$ cat config.mk
export PLATFORM = sky130hd
export DESIGN_NAME = seg_addr_gen
export DESIGN_NICKNAME = d
export VERILOG_FILES = /design/src/rtl/seg_addr_pkg.sv /design/src/rtl/seg_regfile.sv /design/src/rtl/seg_pa_adder.sv /design/src/rtl/seg_addr_gen.sv
export SDC_FILE = /design/constraint.sdc
export NUM_CORES = 1
export LEC_CHECK = 0
export ABC_AREA = 1
export CAP_MARGIN = 15
export CORE_MARGIN = 2
export CORE_UTILIZATION = 52
export CTS_BUF_LIST = sky130_fd_sc_hd__clkbuf_4 sky130_fd_sc_hd__clkbuf_8
export CTS_CLUSTER_SIZE = 14
export DETAILED_ROUTE_END_ITERATION = 8
export PLACE_DENSITY_LB_ADDON = 0.3
export SLEW_MARGIN = 20
export SYNTH_ARGS = -nofsm -noshare
export SYNTH_HDL_FRONTEND = slang
export SYNTH_HIERARCHICAL = 1
export SYNTH_SLANG_ARGS = --single-unit
$ cat constraint.sdc
create_clock -name clk_i -period 1.94 [get_ports clk_i]
set_input_delay 0.485 -clock clk_i [delete_from_list [all_inputs] [get_ports clk_i]]
set_output_delay 0.485 -clock clk_i [all_outputs]
set_load 0.005 [all_outputs]
$ cat src/rtl/seg_addr_pkg.sv
package seg_addr_pkg;
  localparam int unsigned SEL_W = 2;
  localparam int unsigned NUM_SEG = 1 << SEL_W;

  typedef enum logic [SEL_W-1:0] {
    SEG_EXTRA = 2'd0,
    SEG_CODE  = 2'd1,
    SEG_STACK = 2'd2,
    SEG_DATA  = 2'd3
  } seg_sel_e;

  function automatic logic [31:0] seg_reset_val(input int unsigned idx, input logic [31:0] code_rst);
    return (idx == int'(SEG_CODE)) ? code_rst : 32'd0;
  endfunction
endpackage

$ cat src/rtl/seg_regfile.sv
module seg_regfile #(
  parameter int unsigned SEG_W    = 16,
  parameter logic [31:0] CODE_RST = 32'h0000_FFFF
) (
  input  logic                                clk_i,
  input  logic                                rst_ni,
  input  logic                                we_i,
  input  logic [seg_addr_pkg::SEL_W-1:0]      wsel_i,
  input  logic [SEG_W-1:0]                    wdata_i,
  input  logic [seg_addr_pkg::SEL_W-1:0]      rsel_i,
  output logic [SEG_W-1:0]                    rdata_o,
  output logic [SEG_W-1:0]                    code_o
);
  import seg_addr_pkg::*;

  logic [SEG_W-1:0] seg_q [NUM_SEG];

  for (genvar g = 0; g < NUM_SEG; g++) begin : g_seg
    localparam logic [31:0] RST_FULL = seg_reset_val(g, CODE_RST);
    localparam logic [SEG_W-1:0] RST_V = RST_FULL[SEG_W-1:0];
    always_ff @(posedge clk_i or negedge rst_ni) begin
      if (!rst_ni) begin
        seg_q[g] <= RST_V;
      end else if (we_i && (wsel_i == SEL_W'(g))) begin
        seg_q[g] <= wdata_i;
      end
    end
  end

  // reads see pre-write contents
  assign rdata_o = seg_q[rsel_i];
  assign code_o  = seg_q[SEG_CODE];
endmodule

$ cat src/rtl/seg_pa_adder.sv
module seg_pa_adder #(
  parameter int unsigned SEG_W = 16,
  parameter int unsigned SHIFT = 4,
  localparam int unsigned ADDR_W = SEG_W + SHIFT
) (
  input  logic [SEG_W-1:0]  seg_i,
  input  logic [SEG_W-1:0]  off_i,
  output logic [ADDR_W-1:0] addr_o
);
  logic [ADDR_W-1:0] base;
  logic [ADDR_W-1:0] off_ext;

  assign base    = {seg_i, {SHIFT{1'b0}}};
  assign off_ext = ADDR_W'(off_i);
  // carry out of the top bit is dropped
  assign addr_o  = base + off_ext;
endmodule

$ cat src/rtl/seg_addr_gen.sv
module seg_addr_gen #(
  parameter int unsigned SEG_W    = 16,
  parameter int unsigned SHIFT    = 4,
  parameter logic [31:0] CODE_RST = 32'h0000_FFFF,
  localparam int unsigned ADDR_W  = SEG_W + SHIFT
) (
  input  logic                               clk_i,
  input  logic                               rst_ni,
  input  logic                               seg_we_i,
  input  logic [seg_addr_pkg::SEL_W-1:0]     seg_wsel_i,
  input  logic [SEG_W-1:0]                   seg_wdata_i,
  input  logic                               req_i,
  input  logic [seg_addr_pkg::SEL_W-1:0]     seg_sel_i,
  input  logic [SEG_W-1:0]                   offset_i,
  input  logic                               fetch_i,
  input  logic [SEG_W-1:0]                   ip_i,
  output logic [ADDR_W-1:0]                  addr_o,
  output logic                               addr_valid_o
);
  logic [SEG_W-1:0]  sel_seg, code_seg, use_seg, use_off;
  logic [ADDR_W-1:0] pa_d, addr_q;
  logic              valid_q, take;

  seg_regfile #(.SEG_W(SEG_W), .CODE_RST(CODE_RST)) u_regs (
    .clk_i   (clk_i),
    .rst_ni  (rst_ni),
    .we_i    (seg_we_i),
    .wsel_i  (seg_wsel_i),
    .wdata_i (seg_wdata_i),
    .rsel_i  (seg_sel_i),
    .rdata_o (sel_seg),
    .code_o  (code_seg)
  );

  // fetch path has priority over the generic request
  always_comb begin
    use_seg = fetch_i ? code_seg : sel_seg;
    use_off = fetch_i ? ip_i     : offset_i;
  end

  seg_pa_adder #(.SEG_W(SEG_W), .SHIFT(SHIFT)) u_add (
    .seg_i  (use_seg),
    .off_i  (use_off),
    .addr_o (pa_d)
  );

  assign take = req_i | fetch_i;

  always_ff @(posedge clk_i or negedge rst_ni) begin
    if (!rst_ni) begin
      addr_q  <= '0;
      valid_q <= 1'b0;
    end else begin
      valid_q <= take;
      if (take) addr_q <= pa_d;
    end
  end

  assign addr_o       = addr_q;
  assign addr_valid_o = valid_q;
endmodule

==> impl_metrics.ini, run 1 <==
[floorplanning]
rows = 38
die_w_um = 109
dieArea_um2 = 11800
die_h_um = 109
ioPinCount = 78
start_util = 0.530
core_um2 = 10700

[synth]
yosysWarnings = 6
synth_nets = 917
syn_avg_cell_area_um2 = 6.73
synth_cell_types = 33
synth_area_um2 = 5700
ys.flop_type = dfrtp_1
synth-seq-area-share = 0.377
synth-seq-cells = 85
synth-edff-count = 0
synthArstFlopShare = 1.00
synthCells = 847

[timing]
worst_clock_skew_ns = 0.00710
tightest_slew_ns = 0.538
hold_slack_ns = 0.0900
relSlewSlack = 0.641
fin_crit_sh = 1.12
fin_setup_tns_ns = -1.57
rsz0062_at_grt = yes
setup_violations = 12
clock.fmax_mhz = 461
period_needed_ns = 2.17
hold_viol_final = 0
drv_slew = 0
timing.final.ws_setup_ns = -0.227

[status]
violations = negative setup slack
outcome = finished, violations left

[cts]
cts_made_buffers = 9
root_buffer = clkbuf_8
clockBufferDepth = 2
cts_hold_buf = 0
cts_tree = built
insertion_delay_ns = 0.36
clock-sinks = 85
clk_pin_slew_ns = 0.09
h-tree-depth = 3

[detailed_routing]
initialDrtViolationCount = 402
ant_nets = 0
wl_per_cell_um = 13.0
drc_errors = 0
num_vias = 5502
via_per_inst = 5.00
wl_um = 14300
dr.pass1.iters = 5

[setup_path]
worstSetupEndpointType = register
cp-start-kind = input pin
crit_fanout = 7
r2r_end = addr_o[10]
regToRegStartpoint = u_regs/seg_q[0]
crit_required_ns = 2.19
r2r_cells = 16
r2r_slack_ns = -0.17
worstPathArrival_ns = 2.42
path_class = in2reg

[cells_and_area]
design_area_um2 = 7590
drive_gt1_frac = 0.224
nets = 1026
antennaDiodeCount = 0
final_core_util = 0.706
stdcell_count = 1101
syn_to_final_growth_pct = 33.2

[global_routing]
gr-usage-all-layers = 0.250
gr-total-overflow = 0
antenna_found_initial = 0
grt_pass1_vias = 5066
grt_pass1_wl_um = 23300
grt_max_degree = 40

[placed_design]
hpwlAfterDp_um = 10300
place_congestion = 0.939
placedCellCount = 1074
dpl_cell_area_um2 = 6980
place_ws_ns = -0.961
port-buffer-count = 77

[min_path]
worst_hold_path_type = in2async

[power]
power.density_nw_per_um2 = 774
ir_drop_mv = 0.400
power_mw = 5.87
p_leak_nw = 4.10

[run]
drv_cap = 0
## placed cells by master, fill, tap and decap left out, drive strengths merged, types with 2 or more instances in the layout
cell type | Yosys | layout
nand3 | 61 | 61
a21oi | 5 | 5
dfrtp | 69 | 69
nor3 | 3 | 3
inv | 119 | 121
dfstp | 16 | 16
nand2 | 405 | 405
clkbuf | 5 | 9
xor2 | 6 | 6
or2 | 2 | 2
nand4 | 33 | 33
clkinvlp | 0 | 3
nor2 | 12 | 12
buf | 57 | 85
and2 | 2 | 2
ha | 12 | 12
nand3b | 2 | 2
clkinv | 0 | 2
clkdlybuf4s50 | 0 | 72
o21ai | 36 | 36
## critical path, stage by stage
cell and delay (ns):
buf_4 0.13, buf_12 0.15, inv_12 0.07, buf_4 0.10, nand2_1 0.05, nand3_1 0.06
nand2_1 0.07, nand2_1 0.07, nand2_1 0.05, ha_1 0.32, or2_1 0.24, nand3b_1 0.12
nand2_2 0.09, buf_4 0.14, xor2_1 0.14, o21ai_1 0.07, nand2_1 0.07
## cell usage after synthesis (2+ instances only)
master / number / area share
nand2_1: 402 / 0.26
inv_1: 116 / 0.076
dfrtp_1: 69 / 0.30
nand3_1: 58 / 0.051
nand4_1: 33 / 0.036
buf_4: 27 / 0.036
o21ai_0: 20 / 0.018
buf_2: 19 / 0.017
dfstp_2: 16 / 0.074
ha_1: 12 / 0.026
nor2_1: 10 / 0.0066
o21ai_1: 10 / 0.0088
buf_6: 9 / 0.018
o21ai_2: 6 / 0.0092
xor2_1: 6 / 0.0092
a21oi_1: 5 / 0.0044
clkbuf_1: 4 / 0.0026
inv_2: 3 / 0.0020
nand3_4: 3 / 0.0092
buf_1: 2 / 0.0013
nand2_2: 2 / 0.0022
nand3b_1: 2 / 0.0026
nor3_2: 2 / 0.0035
or2_1: 2 / 0.0022
## kinds of logic (layout without fill, tap and decap cells)
group	count (synthesis)	count (layout)	synth area share
AND/OR/NAND/NOR	520	520	0.389
buffers and inverters	181	295	0.153
flip-flops	85	85	0.377
AO/OA/AOI/OAI	41	41	0.0400
adder cells (fa/ha/maj)	13	13	0.0299
XOR/XNOR	7	7	0.0108
## layer usage
layer,vias up,track usage,wire length (µm)
li1,2801,-,-
met1,2493,0.328,6460
met2,179,0.416,6740
met3,29,0.0323,776
met4,0,0.104,352
met5,-,0,0
## layout make-up
class / count / area, µm²
fillers: 888 / 3150
multi-input cells: 581 / 3030
flip-flops and latches: 85 / 2150
repair buffers: 159 / 1570
inverters: 119 / 459
well taps: 140 / 175
clock buffers: 9 / 124
clock inverters: 7 / 75.1
repair inverters: 1 / 8.76
## flip-flops by register name, summed over array words and instances, names as in the netlist
signal and flops:
u_regs/seg_q 48, addr_o 20, u_regs/code_o 16, addr_valid_o 1
## power by group
group / switching, mW / leakage [nW] / total, mW / internal [mW]
combinational: 1.13 / 2.98 / 2.24 / 1.11
clock: 0.706 / 0.0918 / 1.31 / 0.600
sequential: 0.185 / 1.02 / 2.32 / 2.14
total: 2.02 / 4.10 / 5.87 / 3.85
## worst max path at each step
stage | cells after the start | startpoint | end
after floorplan | 18 | seg_sel_i[0] | addr_o[12]
after global placement | 20 | seg_sel_i[0] | addr_o[19]
after detailed placement | 20 | seg_sel_i[0] | addr_o[18]
after CTS | 18 | u_regs/seg_q[0] | addr_o[14]
after global routing | 18 | u_regs/seg_q[16] | addr_o[18]
final | 17 | seg_sel_i[0] | addr_o[10]
## what timing repair did
action | CTS | global route
cloned | 3 | 0
setup endpoints to repair | 15 | 14
gates resized for setup | 51 | 48
buffers inserted | 3 | 5
pin swaps | 25 | 34
Note: power is estimated with default switching activity, not from simulation.
==> run 2, diff against run 1 <==
CORE_UTILIZATION = 57   (was 52)
clock period = 2.23 ns   (was 1.94 ns; I/O delays follow)
==> impl_metrics.ini, run 2 (synthesis results as in run 1) <==
[detailed_routing]
dr.pass1.iters = 5
wl_um = 15100
drt-met1-wl_um = 6400
wl_met3_um = 945
routed-wl-met2_um = 7430
via_per_inst = 5.21
wl_per_cell_um = 14.1
initialDrtViolationCount = 404
drc_errors = 0
top_layer_used = met4
num_vias = 5578
ant_nets = 0

[global_routing]
grt_pass1_vias = 5226
grt_pass1_wl_um = 24400
gr-usage-all-layers = 0.273
gr-total-overflow = 0
antenna_found_initial = 0
grt_max_degree = 45

[placed_design]
place_congestion = 0.851
hpwlAfterDp_um = 10500
placedCellCount = 1039
port-buffer-count = 77

[status]
outcome = finished, violations left
violations = negative setup slack

[cells_and_area]
syn_to_final_growth_pct = 30.6
largest_reg_flops = 48
antennaDiodeCount = 0
nets = 1003
drive_gt1_frac = 0.208
layout_commonest_cell = nand2_1
stdcell_count = 1071
final_cell_mix = nand2_1, inv_1, clkdlybuf4s50_1
largest_register = u_regs/seg_q

[timing]
hold_viol_final = 0
worst_clock_skew_ns = 0.00788
clock.fmax_mhz = 443
fin_crit_sh = 1.01
relSlewSlack = 0.656
tightest_slew_ns = 0.516
hold_slack_ns = 0.168
drv_slew = 0
setup_violations = 1
timing.final.ws_setup_ns = -0.0295
period_needed_ns = 2.26
rsz0062_at_grt = yes

[cts]
clk_pin_slew_ns = 0.08
cts_made_buffers = 9
insertion_delay_ns = 0.35
clock-sinks = 85
clockBufferDepth = 2
root_buffer = clkbuf_8
h-tree-depth = 3
cts_tree = built

[floorplanning]
ioPinCount = 78
core_um2 = 9730
start_util = 0.586
dieArea_um2 = 10800
rows = 36
die_h_um = 104
die_w_um = 104

[setup_path]
cp-start-kind = input pin
crit_required_ns = 2.47
path_class = in2reg
worstSetupEndpointType = register
worstPathArrival_ns = 2.50
crit_fanout = 6

[min_path]
worst_hold_path_type = in2async

[power]
power.density_nw_per_um2 = 693
ir_drop_mv = 0.457
power_mw = 5.15
p_leak_nw = 4.01

[run]
drv_cap = 0
-- run 2: where the power goes --
part           total (mW)  internal, mW  switching [mW]
clock                1.25         0.694           0.553
combinational        1.87         0.895           0.976
sequential           2.03          1.86           0.175
total                5.15          3.45            1.70
-- run 2: final timing paths --
kind	from	to	slack, ns	depth (start not counted)
setup reg to reg	u_regs/code_o[2]	addr_o[19]	0.07	16
min in group clk_i	u_regs/seg_q[24]	u_regs/seg_q[24]	0.48	2
max in group asynchronous	rst_ni	addr_o[16]	1.50	2
hold reg to reg	u_regs/seg_q[24]	u_regs/seg_q[24]	0.48	2
setup / recovery	seg_sel_i[0]	addr_o[19]	-0.03	20
hold / removal	rst_ni	addr_o[0]	0.17	1
-- run 2: area by class of cell --
| class | count | area [µm²] |
|---|---|---|
| multi-input cells | 581 | 3010 |
| fillers | 740 | 2290 |
| flip-flops and latches | 85 | 2150 |
| repair buffers | 135 | 1400 |
| inverters | 119 | 468 |
| well taps | 133 | 166 |
| clock buffers | 11 | 151 |
| clock inverters | 5 | 82.6 |
| repair inverters | 2 | 25.0 |
-- run 2: routing by layer --
metal,vias to the layer above,global-route usage
li1,2759,-
met1,2572,0.362
met2,219,0.462
met3,28,0.0388
met4,0,0.0869
met5,-,0
-- run 2: worst max-delay path: stages --
cell and delay, ns:
buf_12 0.11, buf_12 0.15, buf_12 0.14, buf_8 0.12, nand2_2 0.06, nand3_1 0.07
nand2_1 0.10, nand2_1 0.06, nand2_2 0.10, ha_4 0.23, nand2_2 0.07, nand2_2 0.06
nand2_2 0.07, nand2_2 0.06, a21oi_2 0.18, nand2_1 0.08, nand2_1 0.07, nand2_1 0.08
o21ai_1 0.08, nand2_1 0.06
-- run 2: timing repair --
item | in CTS | in global routing
resized for setup | 17 | 93
endpoints found under the setup margin | 13 | 12
buffers inserted | 1 | 11
hold buffers | 0 | 0
pin swaps | 2 | 58
gates cloned | 3 | 1
-- run 2: through the flow --
stage	TNS (ns)	worst slack, ns	instance area [µm²]	utilization
global route	-0.425	-0.113	7440	0.765
detailed placement	-9.77	-0.830	6710	0.690
CTS	0	0.00270	7060	0.725
floorplan	-0.417	-0.0987	5820	-
global placement	-9.29	-0.762	6710	0.690
finish	-0.0295	-0.0295	7440	0.765
